**src/rtl/spike_history_pkg.sv**
```systemverilog
package spike_history_pkg;

  typedef enum logic [2:0] {
    ST_IDLE,
    ST_UPDATE,
    ST_COLLECT,
    ST_COMMIT,
    ST_HALT
  } step_state_t;

endpackage

```
**src/rtl/spk_step_ctrl.sv**
```systemverilog
module spk_step_ctrl
  import spike_history_pkg::*;
#(
  parameter int N_NEURONS = 8,
  parameter int STEP_W    = 8,
  localparam int ADDR_W   = (N_NEURONS > 1) ? $clog2(N_NEURONS) : 1
) (
  input  logic              clk,
  input  logic              rst_n,
  input  logic              load_done,
  input  logic [STEP_W-1:0] num_steps,
  output logic              upd_req,
  output logic              collect_en,
  output logic              commit_evt,
  output logic [ADDR_W-1:0] nrn_addr,
  output logic              idle,
  output logic              busy,
  output logic              done
);

  localparam logic [ADDR_W-1:0] LAST_ADDR = ADDR_W'(N_NEURONS - 1);

  step_state_t       state_q, state_d;
  logic [ADDR_W-1:0] addr_q;
  logic [STEP_W-1:0] left_q;

  // Arithmetic kept in functions so the bench can restate it independently.
  function automatic logic addr_is_last(input logic [ADDR_W-1:0] a);
    return a == LAST_ADDR;
  endfunction

  function automatic logic final_step(input logic [STEP_W-1:0] left);
    return left == STEP_W'(1);
  endfunction

  // Internal events named for the checks.
  logic start_evt;
  logic walk_end_evt;
  assign start_evt    = (state_q == ST_IDLE) && load_done;
  assign walk_end_evt = (state_q == ST_COLLECT) && addr_is_last(addr_q);

  always_comb begin
    state_d = state_q;
    unique case (state_q)
      ST_IDLE:    if (load_done) state_d = (num_steps == '0) ? ST_HALT : ST_UPDATE;
      ST_UPDATE:  state_d = ST_COLLECT;
      ST_COLLECT: if (walk_end_evt) state_d = ST_COMMIT;
      ST_COMMIT:  state_d = final_step(left_q) ? ST_HALT : ST_UPDATE;
      ST_HALT:    if (!load_done) state_d = ST_IDLE;
      default:    state_d = ST_IDLE;
    endcase
  end

  always_ff @(posedge clk) begin
    if (!rst_n) begin
      state_q <= ST_IDLE;
      addr_q  <= '0;
      left_q  <= '0;
    end else begin
      state_q <= state_d;
      if (state_q == ST_UPDATE)      addr_q <= '0;
      else if (state_q == ST_COLLECT) addr_q <= addr_q + ADDR_W'(1);
      if (start_evt)                 left_q <= num_steps;
      else if (state_q == ST_COMMIT) left_q <= left_q - STEP_W'(1);
    end
  end

  assign upd_req    = (state_q == ST_UPDATE);
  assign collect_en = (state_q == ST_COLLECT);
  assign commit_evt = (state_q == ST_COMMIT);
  assign idle       = (state_q == ST_IDLE);
  assign busy       = upd_req | collect_en | commit_evt;
  assign done       = (state_q == ST_HALT);
  assign nrn_addr   = addr_q;

  assert_upd_then_addr0_R5: assert property (@(posedge clk) disable iff (!rst_n)
    upd_req |=> (collect_en && nrn_addr == '0));

  assert_addr_step_R5: assert property (@(posedge clk) disable iff (!rst_n)
    (collect_en && $past(collect_en)) |-> (nrn_addr == $past(nrn_addr) + ADDR_W'(1)));

  assert_addr_range_R5: assert property (@(posedge clk) disable iff (!rst_n)
    collect_en |-> (nrn_addr <= LAST_ADDR));

  assert_upd_single_R4: assert property (@(posedge clk) disable iff (!rst_n)
    upd_req |=> !upd_req);

  assert_done_entry_R8: assert property (@(posedge clk) disable iff (!rst_n)
    $rose(done) |-> ($past(commit_evt) || $past(idle)));

  assert_idle_wait_R4: assert property (@(posedge clk) disable iff (!rst_n)
    (idle && !load_done) |=> idle);

endmodule

```
**src/rtl/spk_vec_assembler.sv**
```systemverilog
module spk_vec_assembler #(
  parameter int N_NEURONS = 8,
  localparam int ADDR_W   = (N_NEURONS > 1) ? $clog2(N_NEURONS) : 1
) (
  input  logic                 clk,
  input  logic                 rst_n,
  input  logic                 clear,
  input  logic                 capture_en,
  input  logic [ADDR_W-1:0]    addr,
  input  logic                 bit_in,
  output logic [N_NEURONS-1:0] vec
);

  function automatic logic [N_NEURONS-1:0] merge_bit(
    input logic [N_NEURONS-1:0] v,
    input logic [ADDR_W-1:0]    a,
    input logic                 b
  );
    logic [N_NEURONS-1:0] r;
    r = v;
    for (int i = 0; i < N_NEURONS; i++) begin
      if (a == ADDR_W'(i)) r[i] = b;
    end
    return r;
  endfunction

  for (genvar i = 0; i < N_NEURONS; i++) begin : g_bit
    always_ff @(posedge clk) begin
      if (!rst_n || clear)                          vec[i] <= 1'b0;
      else if (capture_en && addr == ADDR_W'(i))    vec[i] <= bit_in;
    end
  end

  assert_capture_R5: assert property (@(posedge clk) disable iff (!rst_n)
    capture_en |=> (vec == merge_bit($past(vec), $past(addr), $past(bit_in))));

  assert_clear_R5: assert property (@(posedge clk) disable iff (!rst_n)
    clear |=> (vec == '0));

endmodule

```
**src/rtl/spk_hist_buf.sv**
```systemverilog
module spk_hist_buf #(
  parameter int N_NEURONS = 8,
  parameter int DEPTH     = 2,
  localparam int SLOT_W   = $clog2(DEPTH) + 1,
  localparam int WIN_W    = N_NEURONS * DEPTH
) (
  input  logic                 clk,
  input  logic                 rst_n,
  input  logic                 init_en,
  input  logic [SLOT_W-1:0]    init_slot,
  input  logic [N_NEURONS-1:0] init_vec,
  input  logic                 commit,
  input  logic [N_NEURONS-1:0] new_vec,
  output logic [WIN_W-1:0]     window
);

  logic [N_NEURONS-1:0] slot_q [DEPTH];

  for (genvar d = 0; d < DEPTH; d++) begin : g_slot
    logic hit;
    assign hit = init_en && (init_slot == SLOT_W'(d));

    if (d == 0) begin : g_head
      always_ff @(posedge clk) begin
        if (!rst_n)      slot_q[d] <= '0;
        else if (commit) slot_q[d] <= new_vec;
        else if (hit)    slot_q[d] <= init_vec;
      end
    end else begin : g_tail
      always_ff @(posedge clk) begin
        if (!rst_n)      slot_q[d] <= '0;
        else if (commit) slot_q[d] <= slot_q[d-1];
        else if (hit)    slot_q[d] <= init_vec;
      end
    end

    assign window[d*N_NEURONS +: N_NEURONS] = slot_q[d];
  end

  logic init_valid;
  assign init_valid = init_en && (init_slot < SLOT_W'(DEPTH));

  assert_head_load_R6: assert property (@(posedge clk) disable iff (!rst_n)
    commit |=> (window[N_NEURONS-1:0] == $past(new_vec)));

  if (DEPTH > 1) begin : g_shift_chk
    assert_shift_R6: assert property (@(posedge clk) disable iff (!rst_n)
      commit |=> (window[WIN_W-1:N_NEURONS] == $past(window[WIN_W-N_NEURONS-1:0])));
  end

  assert_hold_R6: assert property (@(posedge clk) disable iff (!rst_n)
    (!commit && !init_valid) |=> $stable(window));

endmodule

```
**src/rtl/spike_history_ctrl.sv**
```systemverilog
module spike_history_ctrl #(
  parameter int N_NEURONS = 8,
  parameter int DEPTH     = 2,
  parameter int STEP_W    = 8,
  localparam int SLOT_W   = $clog2(DEPTH) + 1,
  localparam int ADDR_W   = (N_NEURONS > 1) ? $clog2(N_NEURONS) : 1,
  localparam int WIN_W    = N_NEURONS * DEPTH
) (
  input  logic                 clk,
  input  logic                 rst_n,
  input  logic                 load_done,
  input  logic [STEP_W-1:0]    num_steps,
  input  logic                 init_we,
  input  logic [SLOT_W-1:0]    init_slot,
  input  logic [N_NEURONS-1:0] init_vec,
  output logic                 upd_req,
  output logic [ADDR_W-1:0]    nrn_addr,
  input  logic                 nrn_fire,
  output logic [WIN_W-1:0]     window,
  output logic [N_NEURONS-1:0] spike_out,
  output logic                 spike_valid,
  output logic                 busy,
  output logic                 done
);

  logic                 collect_en;
  logic                 commit_evt;
  logic                 idle;
  logic                 init_en;
  logic [N_NEURONS-1:0] asm_vec;

  spk_step_ctrl #(
    .N_NEURONS (N_NEURONS),
    .STEP_W    (STEP_W)
  ) u_ctrl (
    .clk        (clk),
    .rst_n      (rst_n),
    .load_done  (load_done),
    .num_steps  (num_steps),
    .upd_req    (upd_req),
    .collect_en (collect_en),
    .commit_evt (commit_evt),
    .nrn_addr   (nrn_addr),
    .idle       (idle),
    .busy       (busy),
    .done       (done)
  );

  spk_vec_assembler #(
    .N_NEURONS (N_NEURONS)
  ) u_asm (
    .clk        (clk),
    .rst_n      (rst_n),
    .clear      (upd_req),
    .capture_en (collect_en),
    .addr       (nrn_addr),
    .bit_in     (nrn_fire),
    .vec        (asm_vec)
  );

  // Initial conditions are accepted only while the sequencer rests.
  assign init_en = init_we && idle;

  spk_hist_buf #(
    .N_NEURONS (N_NEURONS),
    .DEPTH     (DEPTH)
  ) u_hist (
    .clk       (clk),
    .rst_n     (rst_n),
    .init_en   (init_en),
    .init_slot (init_slot),
    .init_vec  (init_vec),
    .commit    (commit_evt),
    .new_vec   (asm_vec),
    .window    (window)
  );

  always_ff @(posedge clk) begin
    if (!rst_n) spike_valid <= 1'b0;
    else        spike_valid <= commit_evt;
  end

  assign spike_out = window[N_NEURONS-1:0];

  assert_init_ignored_R3: assert property (@(posedge clk) disable iff (!rst_n)
    (init_we && !idle) |=> $stable(window));

  assert_valid_vec_R7: assert property (@(posedge clk) disable iff (!rst_n)
    spike_valid |-> (spike_out == $past(asm_vec)));

  assert_valid_pulse_R7: assert property (@(posedge clk) disable iff (!rst_n)
    spike_valid |=> !spike_valid);

  assert_done_not_busy_R8: assert property (@(posedge clk) disable iff (!rst_n)
    !(done && busy));

  assert_walk_stable_R10: assert property (@(posedge clk) disable iff (!rst_n)
    collect_en |=> $stable(window));

endmodule

```
**config.mk**
```make
export PLATFORM = sky130hd
export DESIGN_NAME = spike_history_ctrl
export DESIGN_NICKNAME = d
export VERILOG_FILES = /design/src/rtl/spike_history_pkg.sv /design/src/rtl/spk_step_ctrl.sv /design/src/rtl/spk_vec_assembler.sv /design/src/rtl/spk_hist_buf.sv /design/src/rtl/spike_history_ctrl.sv
export SDC_FILE = /design/constraint.sdc
export NUM_CORES = 1
export LEC_CHECK = 0
export ABC_AREA = 1
export BUFFER_PORTS_ARGS = -buffer_cell sky130_fd_sc_hd__buf_4
export CAP_MARGIN = 25
export CORE_ASPECT_RATIO = 0.7
export CORE_MARGIN = 5
export CORE_UTILIZATION = 50
export CTS_CLUSTER_SIZE = 40
export DETAILED_ROUTE_END_ITERATION = 10
export PLACE_DENSITY = 0.76
export SLEW_MARGIN = 15
export SYNTH_ARGS = -nofsm -noshare
export SYNTH_HDL_FRONTEND = slang
export SYNTH_SLANG_ARGS = --single-unit
export TNS_END_PERCENT = 10
```
**constraint.sdc**
```tcl
create_clock -name clk -period 2.3 [get_ports clk]
set_clock_uncertainty 0.2 [all_clocks]
set_input_delay 0.345 -clock clk [delete_from_list [all_inputs] [get_ports clk]]
set_output_delay 0.345 -clock clk [all_outputs]
set_load 0.03 [all_outputs]
```
-- Yosys cells after proc, flatten, opt, wreduce, memory -nomap -nowiden
Memories as Yosys holds them, arrays and structs flattened.
Cells that the tools add are included.
- register bits: 23
- memory bits (writable): 16
- input port bits: 23
- output and inout bits: 31
- logic and storage cells: 83
- memories: 1
- memory list (name ; depth ; bits a word ; read ports ; clocked after Yosys merged registers in ; wr ports ; line ; RTL):
    u_hist.slot_q ; 2 ; 8 ; 2 ; 0 ; 2 ; spk_hist_buf.sv:17 ; logic [N_NEURONS-1:0] slot_q [DEPTH];
- add/subtract/negate cells: 2
- equality and inequality tests: 16
- muxes and demuxes: 24
- bitwise operators: 7
- reduce and logical (&&, ||, !) cells: 21
- operators by type and width (cell ; number):
    8-bit 2-to-1 mux ; 6
    3-bit == test, second input constant ; 5
    3-bit 2-to-1 mux ; 5
    3-bit one-hot mux with 5 select lines ; 1
    3-bit by 2-bit == test with 1-bit output, second input constant ; 4
    1-bit logical AND ; 12
    1-bit 2-to-1 mux ; 12
    8-bit by 1-bit == test with 1-bit output, second input constant ; 1
    8-bit logical NOT ; 1
    8-bit by 1-bit subtractor with 8-bit output, second input constant ; 1
    3-bit by 1-bit == test with 1-bit output, second input constant ; 2
    3-bit logical NOT ; 2
    2-bit != test, second input constant ; 3
    1-bit OR ; 6
    3-bit by 1-bit adder with 3-bit output, second input constant ; 1
    3-bit AND reduction ; 1
    2-bit by 1-bit == test with 1-bit output, second input constant ; 1
    2-bit logical NOT ; 1
    2-bit nonzero test ; 1
    2-bit OR reduction ; 1
    1-bit logical NOT ; 1
    1-bit logical OR ; 1
    1-bit inverter ; 1

-- Depth between registers and ports, before layout
Gate-level depths: netlist of the first run.
- depth after elaboration: 8
- gate-level depth with buffers: 9
- gate-level depth less buffers: 9

-- Cells and area by module
From an unflattened synthesis of the first run, not the netlist that was laid out.
- cell total of the unflattened synthesis: 295
- area total of the unflattened synthesis: 2113.3 sq um
- modules (own cells, without submodules) (module ; times used ; cells an instance ; area an instance (sq um) ; seq. area each (sq um)):
    spk_step_ctrl ; 1 ; 150 ; 908.4 ; 280.3
    spk_hist_buf ; 1 ; 77 ; 740.7 ; 480.5
    spk_vec_assembler ; 1 ; 55 ; 369.1 ; 160.2
    spike_history_ctrl ; 1 ; 13 ; 95.1 ; 20.0

-- Least setup slack after synthesis of the first run
Ideal clock, no wire load.
- kind: register to register
- start: register u_ctrl.state_q[0]
- end: memory u_hist.slot_q[0][0] (enable)
- library setup time: 0.338 ns
- data arrival time: 1.232 ns
- required time: 1.762 ns
- path slack: 0.530 ns
- cell stages (with the launch flop): 7
- buffers on the path: 0
- clock period less this slack: 1.770 ns
- cells stage by stage: dfxtp_1 > nor2_4 > nand2_4 > inv_4 > nand2_4 > nor3_4 > nand3b_1
- RTL lines (what ; line ; RTL):
    from (decl) ; spk_step_ctrl.sv:23 ; step_state_t state_q, state_d;
    from (signal assigned) ; spk_step_ctrl.sv:60 ; state_q <= state_d;
    to (decl) ; spk_hist_buf.sv:17 ;

==> run summary, run 1 <==
The run finished with clean final reports. Utilization after layout: 0.616. For this design, the slowest cell found on the critical path is sky130_fd_sc_hd__dfxtp_1. The top cell type's share of synthesized area came out at 0.223. Wires add up to 4930 µm. The post-synthesis share of cell area spent on full adders, half adders and majority gates works out to 0.0464. The multiplexer share of the synthesized area was 0.

Sorting the synthesized cells by area gives the leading types as sky130_fd_sc_hd__edfxtp_1 22%, sky130_fd_sc_hd__dfxtp_1 21%, sky130_fd_sc_hd__nand2_1 14%. The number of buffer and inverter instances along the worst setup path was 1; the final max-slew violation count was 0. For the number of buffers inserted to repair setup after CTS, the log shows 0. The initialized floorplan defines 20 standard-cell rows.

The most critical setup path has its startpoint at u_ctrl.state_q[0]. Entering global routing, the biggest net connects 26 pins. After filler insertion, the fill cell instance count of the layout stands at 398. The share of final-layout standard cells stronger than drive strength 1 is 0.228, and the max-cap check violation count is 0.

Dividing total power by cell area gives a power density of 720 mW/mm². Of all cell types, the one taking the most synthesized area is sky130_fd_sc_hd__edfxtp_1. The I/O pin count is 54.

The startpoint identified for the worst register-to-register timing path is u_ctrl.state_q[0]. Counting instances, the worst hold path has a depth of 5. Setup repair after global routing left no endpoint under its margin. Top fanout value on the critical path: 8. The share of synthesized flip-flops with an asynchronous set or reset was 0.

Synthesis inferred 39 register bits. Portion of the post-synthesis area used by sequential elements: 0.436. The worst-case IR drop observed on VDD is 0.383 mV. The hold violation count in the final report is 0, and the number of warning messages in the yosys log is 0. The global-route usage over all layers is 0.176, and the compound-gate portion of the synthesized area is 0.0765. Hold repair after CTS inserted 0 buffers.

The remaining routing DRC violations was 0; the reg2reg setup slack was 0.52 ns. Setup violations remaining at the end of the flow were counted as 0. The net count reported at finish came out at 355.

The classification of the worst-slack hold path was input port to flip-flop. Via count of the first global-routing pass: 1705. STA classifies the critical path startpoint as a flip-flop. The die is 88.5 µm wide.

The setup TNS was 0 ns; the placer's final routability congestion estimate was 0.856. Counting instances in the post-synthesis netlist gives the leading cell types as 80 x sky130_fd_sc_hd__nand2_1, 29 x sky130_fd_sc_hd__nand3_1, 25 x sky130_fd_sc_hd__nor2_1. The number of standard cells after synthesis came out at 279.

Total power for the finished layout comes to 1890 µW. For the combinational group share of total power, the log shows 0.323. TritonCTS built the clock tree. The critical path class was flip-flop to flip-flop. Netlist area before placement: 0.00216 mm². The run gives 0.232 as the power share of the clock group. The number of synthesized flops with an enable pin is 16.

The fraction of power spent switching nets works out to 0.365. After detailed routing, the average wire length per cell comes to 13.0 µm. The worst slew margin relative to its limit is 0.723. At the worst endpoint, the arrival time is 1.52 ns. The worst setup path is captured at a flip-flop. The tools report the end point of the worst hold path as u_ctrl.left_q[6]. The wire-length estimate of the detail-placed layout is 3690 µm.

The signal on the critical path passes through nor2_4 -> nand2_4 -> inv_4 -> nand2_4 -> nor3_4 -> nand3b_1. The multi-input combinational cells in the finished layout cover a total of 0.00101 mm². By instance count, the leading cell after synthesis is sky130_fd_sc_hd__nand2_1.

The worst register-to-register path ends at u_hist.slot_q[0][5]. The tools report the initial antenna violation count as 0. For the pin with the worst max-slew slack, the measured transition is 0.415 ns. The post-CTS resize count came out at 0. The post-synthesis average cell area is 7.74 µm². The number of DRC markers in iteration 0 came out at 191. The total overflow reported by the global router was 0; the count of H-tree levels built during CTS was 2.

At the later pin of the worst-skew pair, clock insertion delay measures 0.29 ns. The commonest register cell after synthesis was sky130_fd_sc_hd__dfxtp_1. Compared with the post-synthesis result, the final layout area differs by 21.3%. The logs give 26 for the number of different library cells in the post-synthesis netlist and 563 MHz for the top achievable clock speed. The met2 layer usage reported by global route was 0.247.

Synthesis produced a netlist with a net count of 310. The cell occurring most often along the worst timing path is sky130_fd_sc_hd__nand2_4. The first global-routing pass estimated 7950 µm of wire. The antenna diode instance count is 0, and the ratio of routed vias to standard cells is 5.02. The cell count after placement came out at 372.

After synthesis, the largest family of logic cells by area is simple AND/OR/NAND/NOR gates. The part of the power in registers was 0.445. The core area is 0.00425 mm², and the number of cells in the finished layout apart from fillers is 380. The worst hold path begins at num_steps[6].

The tools report the number of antenna-violating nets in the routed design as 0. For this run, the detailed router's first-pass iteration total came to 5. The xor and xnor area share after synthesis is 0.00812, and the post-synthesis simple-gate area fraction is 0.338. After clock tree synthesis, the clock-pin slew on the worst setup and hold paths is 0.07 ns. The leakage dissipation came out at 0.00123 µW. The most used routing layer in global routing is met1. The final cycle utilization of the critical path works out to 0.772. Counting cells, the worst reg-to-reg path comes to 6. Clock tree synthesis inserted a total of 5 buffers. The number of buffers on the longest clock path was 2. For the register cell area after layout, the log shows 941 µm². Count of input and output buffers: 53. The largest delay contributor family on the critical path is simple AND/OR/NAND/NOR gates.

The tools report the total net switching power as 688 µW. Internal power comes to 1200 µW. The library cell used as clock root buffer was sky130_fd_sc_hd__clkbuf_8.

The largest single stage delay on the critical path is 0.39 ns. The time the final worst path needs with I/O delays and setup works out to 1.78 ns. The clock drives 39 sinks. Detailed routing inserted a total of 1908 vias. The run gives 0.0508 as the global-route met3 utilization. Initial core utilization: 0.507.

Data on the critical path is required at its endpoint by 2.05 ns. The die footprint came out at 0.00575 mm². The die is 65.0 µm tall. For the global routing met1 resource utilization, the log shows 0.268.
==> metal layers <==
layer	vias to the layer above	share of wire
met2	65	0.41
li1	991	-
met3	2	0.084
met1	850	0.50
met4	0	0.0034
met5	-	0
==> placed cells by master (no fill, tap or decap) <==
master                     netlist  layout
sky130_fd_sc_hd__nor3_1          2       2
sky130_fd_sc_hd__nor2_4          2       2
sky130_fd_sc_hd__nor3_4          2       2
sky130_fd_sc_hd__ha_1            8       8
sky130_fd_sc_hd__clkinv_1        0       2
sky130_fd_sc_hd__inv_1          22      22
sky130_fd_sc_hd__inv_4           1       1
sky130_fd_sc_hd__nand3_1        29      29
sky130_fd_sc_hd__nand3_4         1       1
sky130_fd_sc_hd__a21oi_1        14      14
sky130_fd_sc_hd__clkbuf_1        3       1
sky130_fd_sc_hd__nand4_1         8       8
sky130_fd_sc_hd__a211oi_2        1       1
sky130_fd_sc_hd__o21ai_0        15      15
sky130_fd_sc_hd__nand3b_1        3       3
sky130_fd_sc_hd__edfxtp_1       16      16
sky130_fd_sc_hd__nand2_1        80      80
sky130_fd_sc_hd__buf_4           9      56
sky130_fd_sc_hd__clkbuf_8        0       5
sky130_fd_sc_hd__nor2_1         25      25
sky130_fd_sc_hd__inv_2           2       2
sky130_fd_sc_hd__nand2_4         2       2
sky130_fd_sc_hd__nand2_2         2       2
sky130_fd_sc_hd__a211oi_1        1       1
sky130_fd_sc_hd__dfxtp_1        23      23
sky130_fd_sc_hd__xor2_1          2       2
==> area by class of cell <==
| cell class | instances | area share |
|---|---|---|
| multi-input cells | 197 | 0.387 |
| repair buffers | 56 | 0.161 |
| inverters | 25 | 0.0368 |
| well taps | 55 | 0.0263 |
| flip-flops and latches | 39 | 0.359 |
| clock inverters | 2 | 0.00287 |
| clock buffers | 6 | 0.0277 |
==> power groups by stage <==
| stage | registers (µW) | logic [µW] | clock network [µW] |
|---|---|---|---|
| 2_1_floorplan | 909 | 377 | 0 |
| 3_3_place_gp | 853 | 600 | 0 |
| 6_report | 840 | 608 | 438 |
| 4_1_cts | 841 | 607 | 451 |
| 3_5_place_dp | 857 | 605 | 0 |
| 5_1_grt | 851 | 669 | 481 |
==> worst max-delay path by stage <==
stage	endpoint	slack, ns	depth (start not counted)
floorplan	u_hist.slot_q[0][0]	0.53	6
global placement	u_hist.slot_q[1][6]	0.56	6
detailed placement	u_hist.slot_q[1][1]	0.50	6
CTS	u_hist.slot_q[1][1]	0.49	6
global route	u_hist.slot_q[1][4]	0.36	6
finish	u_hist.slot_q[0][5]	0.52	6
==> cells by family after synthesis <==
group | after synthesis
AOI/OAI and AO/OA | 31
xor gates and xnor gates | 2
adders and majority gates | 8
buffers and inverters | 43
DFF | 39
and+or+nand+nor | 156
==> sequential cells by signal (all words and copies together) (netlist names) <==
| register | flops |
|---|---|
| spike_valid | 1 |
| u_ctrl.state_q | 3 |
| u_asm.vec | 8 |
| u_ctrl.nrn_addr | 3 |
| u_ctrl.left_q | 8 |
| u_hist.slot_q | 16 |
==> worst register-to-register path, delay by kind of cell (launching register included) <==
kind	cells	cell delay [ns]
buf+inv	1	0.08
flops	1	0.39
simple gates	5	0.77
==> per-stage QoR <==
step | hold WS (ns) | instance area (µm²) | setup slack, ns
finish | 0.161 | 2620 | 0.524
global route | 0.169 | 2620 | 0.364
CTS | 0.151 | 2620 | 0.488
detailed placement | 0.265 | 2540 | 0.504
global placement | 0.253 | 2540 | 0.558
floorplan | 0.239 | 2160 | 0.530
(Power assumes the default switching activity.)
==> inputs of run 2 (changes only) <==
--- a/config.mk
+++ b/config.mk
@@ -10,7 +10,7 @@
 export CAP_MARGIN = 25
 export CORE_ASPECT_RATIO = 0.7
 export CORE_MARGIN = 5
-export CORE_UTILIZATION = 50
+export CORE_UTILIZATION = 48
 export CTS_CLUSTER_SIZE = 40
 export DETAILED_ROUTE_END_ITERATION = 10
 export PLACE_DENSITY = 0.76
==> constraint.sdc (replaced) <==
create_clock -name clk -period 1.6 [get_ports clk]
set_clock_uncertainty 0.2 [all_clocks]
set_input_delay 0.24 -clock clk [delete_from_list [all_inputs] [get_ports clk]]
set_output_delay 0.24 -clock clk [all_outputs]
set_load 0.03 [all_outputs]
==> run summary, run 2 (synthesized netlist as in run 1, its figures left out) <==
In this design, the stage delay of the slowest critical-path cell is 0.36 ns. The cell occurring most often along the worst timing path was sky130_fd_sc_hd__nand2_4. In this run the number of cells on the critical path is 7. In this run, placement finished with an instance count of 387. The H-tree generated during clock tree synthesis spans 2 levels. Final cycle utilization of the critical path: 0.995. Along the worst path, the maximum fanout reaches 8. By startpoint and endpoint, the worst setup path is classified as flip-flop to flip-flop. From bottom edge to top edge, the die measures 66.1 µm.

The slowest stage of the critical path belongs to the cell sky130_fd_sc_hd__dfxtp_4. The run gives 0 as the number of antenna-violating nets in the routed design. For the via count of the routed design, the log shows 2003. Traced cell by cell, the critical path runs through nor2_4 -> nand2_4 -> inv_4 -> nand2_4 -> nor3_4 -> nand3b_1 -> buf_12. Detailed placement finished with a half-perimeter wire length of 3980 µm. The critical path contains buffers and inverters numbering 2 combined. The register with the most flip-flops in the layout has 16 of them. After global routing the overflow that remains totals 0.

IR analysis of the VDD net gives a maximum drop of 0.606 mV. The final max-slew violation count was 0; the critical path arrival was 1.40 ns. The run gives 0.741 as the worst slew margin relative to its limit. The pre-antenna-repair detailed-routing pass consisted of 4 iterations.

After floorplanning, the core was sized to cover 0.00435 mm². The layout has 373 filler cells. The die footprint is 0.00596 mm². The via count of the first global-routing pass was 1815.

The later pin in the worst-skew pair is clocked with a latency of 0.29 ns. The share of final-layout standard cells stronger than drive strength 1 works out to 0.301. The antenna diode instance count is 0, and the number of failing setup endpoints in the final timing report is 0.

The count of input and output buffers came out at 53. After the last flow step, the layout net total stands at 372. Summing all multi-input logic gate instances after layout gives 0.00102 mm². The finished layout holds 397 standard cells, fillers aside. After detailed routing, the number of remaining DRC violations is 0.

STA classifies the critical path endpoint as a flip-flop. Based on the critical path, the design can be clocked at up to 628 MHz. For the utilization after layout, the log shows 0.645.

The initialized floorplan defines 20 standard-cell rows. CTS saw 39 sinks. The most common cell after layout, fill and taps aside was sky130_fd_sc_hd__nand2_1. The smallest setup slack after layout is 0.00741 ns. The time the final worst path needs with I/O delays and setup was 1.59 ns. The hold violation count in the final report came out at 0. Max-cap violations in this run came to 0. Dividing the detail-routed wire length by the instance count gives 13.5 µm.

The tools report the placer's final routability congestion estimate as 0.966. The root buffer cell chosen for the clock tree is sky130_fd_sc_hd__clkbuf_8. The run gives 5 as the number of buffers added by the clock tree synthesis step. STA classifies the critical path startpoint as a flip-flop. The global-route usage over all layers is 0.180. The flow ran to the end, and the final reports show no timing, DRC or antenna violations.

Measured along the x axis, the die boundary spans 90.1 µm. Entering global routing, the biggest net connects 21 pins. The register with the highest flop count was u_hist.slot_q.

Timing analysis after detailed placement gives a worst setup slack of -0.0130 ns. Setup repair after global routing could not meet its margin everywhere. The area growth from synthesis to layout is 30.0%. The tools report the initial antenna violation count as 0. The classification of the worst-slack hold path was input port to flip-flop.

The power density over cell area came out at 1020 mW/mm². For the pin with the worst max-slew slack, the measured transition is 0.388 ns. In this design, the largest share of critical-path delay is due to simple AND/OR/NAND/NOR gates.

TritonCTS built the clock tree. The number of buffers on the longest clock path was 2; the cell area reported after detailed placement was 0.00268 mm². In this run the count of I/O pins placed on the die edge is 54. The total non-filler cell area in the finished layout was 0.00281 mm²; the leakage dissipation was 0.00134 µW. The aggregate routed wire length was 5350 µm; the clock edge transition at the registers on the reported setup and hold paths was 0.08 ns. The library cells used most frequently in the layout, excluding fill and tap cells, are 80 x sky130_fd_sc_hd__nand2_1, 68 x sky130_fd_sc_hd__buf_4, 29 x sky130_fd_sc_hd__nand3_1. The number of cells on the worst reg-to-reg path was 7; the initial core utilization was 0.496.

For this block, the initial DRC count from the detailed router was 233. The sequential cells in the finished layout cover a total of 948 µm². In the final layout, the registers with the most flip-flops are u_hist.slot_q: 16 flops, u_asm.vec: 8 flops, u_ctrl.left_q: 8 flops. The number of cells on the worst hold path works out to 3.

Setup TNS: 0 ns. At the worst endpoint, the required time is 1.41 ns. Dividing the detail-routed via count by the number of cells gives 5.05. The first global-routing pass estimated 8760 µm of wire.
run 2: cell types whose count changed in the layout (fill, tap and decap cells not counted), moves of 2 or more:
cell / change
sky130_fd_sc_hd__clkinv_2: +3
sky130_fd_sc_hd__nor2_2: +3
sky130_fd_sc_hd__nor2_1: -3
sky130_fd_sc_hd__dfxtp_2: +3
sky130_fd_sc_hd__dfxtp_1: -4
sky130_fd_sc_hd__buf_12: +2
sky130_fd_sc_hd__buf_4: +12
sky130_fd_sc_hd__clkinv_1: -2
sky130_fd_sc_hd__buf_6: +3
run 2: what timing repair did:
| action | CTS | global route |
|---|---|---|
| buffers inserted | 0 | 2 |
| gates cloned | 0 | 0 |
| setup endpoints to repair | 15 | 38 |
| hold buffers | 0 | 0 |
| pin swaps | 1 | 2 |
| hold endpoints to repair | 0 | 0 |
| gates resized for setup | 3 | 11 |
run 2: tightest hold or removal path, stage by stage:
cell and delay, ns:
sky130_fd_sc_hd__buf_4 0.15, sky130_fd_sc_hd__nand2_1 0.07, sky130_fd_sc_hd__inv_1 0.04
run 2: path summary, 6_finish.rpt:
kind / startpoint / end / slack (ns)
worst max register to register: u_ctrl.state_q[2] / u_hist.slot_q[1][1] / 0.007
worst min register to register: u_ctrl.left_q[1] / u_ctrl.left_q[1] / 0.28
worst max-delay path: u_ctrl.state_q[2] / u_hist.slot_q[1][1] / 0.007
worst min-delay path: rst_n / u_ctrl.left_q[3] / 0.04
run 2: metal layers:
metal / GRT usage / up-vias / wire (µm) / share of wire
li1: - / 1029 / - / -
met3: 0.0546 / 2 / 397 / 0.074
met5: 0 / - / 0 / 0
met4: 0.0260 / 0 / 10 / 0.0019
met2: 0.269 / 76 / 2380 / 0.44
met1: 0.260 / 896 / 2570 / 0.48
run 2: final cells by class:
| class | instances | area share |
|---|---|---|
| clock inverter | 3 | 0.00535 |
| sequential | 39 | 0.338 |
| tap | 55 | 0.0245 |
| inverter | 25 | 0.0343 |
| multi-input combinational | 197 | 0.365 |
| clock buffer | 5 | 0.0245 |
| timing repair buffer | 73 | 0.208 |
run 2: where the power goes:
group          leakage, µW  switching (µW)  internal (µW)
Sequential        0.000357            64.6           1130
Combinational     0.000932             627            393
Clock            0.0000477             353            299
run 2: per-stage QoR:
| step | hold WS [ns] | total power (µW) |
|---|---|---|
| after floorplan | 0.222 | 1850 |
| after global placement | 0.252 | 2170 |
| after detailed placement | 0.254 | 2190 |
| after CTS | 0.0307 | 2840 |
| after global routing | 0.0491 | 3040 |
| final | 0.0375 | 2870 |
==> inputs of run 3 (changes only) <==
==> constraint.sdc (replaced) <==
create_clock -name clk -period 1.6 [get_ports clk]
set_clock_uncertainty 0.2 [all_clocks]
set_input_delay 0.32 -clock clk [delete_from_list [all_inputs] [get_ports clk]]
set_output_delay 0.32 -clock clk [all_outputs]
set_load 0.03 [all_outputs]
==> run summary, run 3 (synthesized netlist as in run 1, its figures left out) <==
The run finished, with violations left. The checks that failed: negative setup slack. The share of final-layout standard cells stronger than drive strength 1 was 0.335; the power density over cell area was 1060 mW/mm². The largest registers in the layout are u_hist.slot_q: 16 flops, u_asm.vec: 8 flops, u_ctrl.left_q: 8 flops. For the total overflow reported by the global router, the log shows 0.

The post-place setup slack came out at -0.00331 ns. From bottom edge to top edge, the die measures 66.1 µm. The clock passes through at most 2 buffers.

The register with the most flip-flops in the layout has 16 of them. The critical path goes through buf_6 -> nor3_4 -> buf_6. The run gives 1836 as the via count of the first global-routing pass.

Setup repair after global routing could not meet its margin everywhere. The finished layout holds 401 standard cells, fillers aside. Number of buffers added by the clock tree synthesis step: 5. The reg2reg setup slack is 0.01 ns, and the total non-filler cell area in the finished layout is 0.00292 mm². After clock tree synthesis, the clock-pin slew on the worst setup and hold paths is 0.08 ns. The library cell used as clock root buffer was sky130_fd_sc_hd__clkbuf_8. Measured in cells, the most critical reg-to-reg path has a length of 7. In this run the count of I/O pins placed on the die edge is 54. For the worst slew margin relative to its limit, the log shows 0.735. The classification of the worst-slack hold path is input port to flip-flop. The clock reaches the later pin of the worst-skew pair after 0.29 ns. The critical path arrival is 1.10 ns.

Largest delay contributor family on the critical path: flip-flops. STA classifies the critical path endpoint as a primary output. Entering global routing, the biggest net connects 21 pins. Final max-slew violation count: 0. For the aggregate routed wire length, the log shows 5420 µm.

The startpoint type of the worst setup path was a flip-flop. Startpoint of the worst setup timing path: u_ctrl.state_q[0]. The overall die width is 90.1 µm. The final cycle utilization of the critical path was 1.01.

u_hist.slot_q holds more flip-flops than any other register. Critical path class: flip-flop to primary output. For the initial core utilization, the log shows 0.496.

Counting instances, the worst hold path has a depth of 3. For hold timing, the worst endpoint is u_ctrl.left_q[3]. Across the run, the number of max-cap violations was 0. The first detailed-routing pass took 6 iterations.

The floorplan has 20 rows. The initial antenna violation count is 0. Leaving out fill and tap cells, the most frequent cells in the layout are 79 x sky130_fd_sc_hd__nand2_1, 70 x sky130_fd_sc_hd__buf_4, 28 x sky130_fd_sc_hd__nand3_1. Once placement finished, the instance area stood at 0.00268 mm².

The critical register-to-register path endpoint was u_hist.slot_q[0][3]. The number of inserted filler cells in the final layout is 364. The most common cell after layout, fill and taps aside is sky130_fd_sc_hd__nand2_1. The run gives 0.00596 mm² as the die footprint. In this run the critical register-to-register path is launched from u_ctrl.state_q[2]. The clock tree synthesis step divided the H-tree into 2 levels. The count of input and output buffers is 53, and the number of failing setup endpoints in the final timing report is 3. The logs give 0.179 for the global-route usage over all layers and 0.00136 µW for the leakage dissipation.

Counting tap cells, the placed design contains a total of 387 instances. The run gives -0.0352 ns as the setup TNS. The first global-routing pass estimated 8790 µm of wire.

In the final design database the tool counted 376 nets. TritonCTS built the clock tree. The tools report the antenna diode instance count as 0.

The tools report the number of antenna-violating nets in the routed design as 0. For the pin with the worst max-slew slack, the measured transition is 0.396 ns. The smallest setup slack after layout is -0.0230 ns.

Mean routed wirelength per cell: 13.5 µm. The worst hold slack was 0.0753 ns. After detailed routing, the number of vias per cell comes to 5.07. The HPWL after detailed placement was 3970 µm; the number of buffer and inverter instances along the worst setup path was 2.

Counting I/O delays and the setup requirement, the final critical path takes 1.62 ns. The startpoint of the lowest-slack hold path is rst_n. At the worst endpoint, the required time is 1.08 ns.

The floorplan step defined a core boundary enclosing 0.00435 mm². The run gives 187 as the number of DRC markers in iteration 0. The cell occurring most often along the worst timing path was sky130_fd_sc_hd__buf_6. The via count of the routed design is 2032, and the placer's final routability congestion estimate is 0.968.

On the critical path, the stage with the largest delay is an instance of sky130_fd_sc_hd__dfxtp_2. For this run, design rule violations remaining after detail routing come to 0. For the clock net sink count, the log shows 39. The area growth from synthesis to layout is 35.1%.

VDD sags by at most 0.816 mV. The top fanout value on the critical path is 4. For the hold violation count in the final report, the log shows 0. On the worst path, the slowest cell contributes a delay of 0.34 ns. The tools report the top achievable clock speed as 616 MHz.
## run 3: cell count changes in the layout (fill, tap and decap cells not counted), sizes merged
cell,change
buf,+4
clkinv,-1
bufinv,+1
## run 3: worst reg2reg max path: cells and delay by family (launching register included)
kind | cells | cell delay (ns)
buffers and inverters | 2 | 0.23
flip-flops | 1 | 0.37
AND/OR/NAND/NOR | 5 | 0.51
## run 3: cell type report
cell class | instances | area, µm² | share of cell area
clock buffer | 5 | 68.8 | 0.0236
inverter | 25 | 96.3 | 0.0330
sequential | 39 | 951 | 0.326
tap | 55 | 68.8 | 0.0236
timing repair buffer | 77 | 622 | 0.213
multi-input combinational | 197 | 1070 | 0.367
clock inverter | 3 | 38.8 | 0.0133
## run 3: per-layer routing
layer | track usage | vias to the layer above | routed length, µm
li1 | - | 1035 | -
met1 | 0.243 | 913 | 2450
met2 | 0.272 | 78 | 2490
met3 | 0.0660 | 6 | 424
met4 | 0.0446 | 0 | 55
met5 | 0 | - | 0
## run 3: what timing repair did
action	4_1_cts	5_1_grt
endpoints found under the setup margin	16	42
pin swaps	2	1
setup buffers	2	4
hold buffers	0	0
gates resized for setup	14	16
## run 3: power by group
group	switching (µW)	leakage, µW	internal, µW
sequential	68.5	0.000357	1130
combinational	667	0.000950	438
clock	339	0.0000556	456
## run 3: worst max-delay path by stage
stage,to,slack [ns],cells past startpoint
2_1_floorplan,u_hist.slot_q[0][0],-0.17,6
3_3_place_gp,u_hist.slot_q[1][5],0.02,7
3_5_place_dp,u_hist.slot_q[1][1],-0.003,7
4_1_cts,done,-0.03,3
5_1_grt,u_hist.slot_q[1][7],-0.09,7
6_report,done,-0.02,3
## run 3: per-stage QoR
step | total power [µW] | utilization
final | 3100 | 0.670
after CTS | 3050 | 0.653
after detailed placement | 2200 | 0.615
after floorplan | 1850 | -
after global placement | 2170 | 0.615
after global routing | 3280 | 0.670
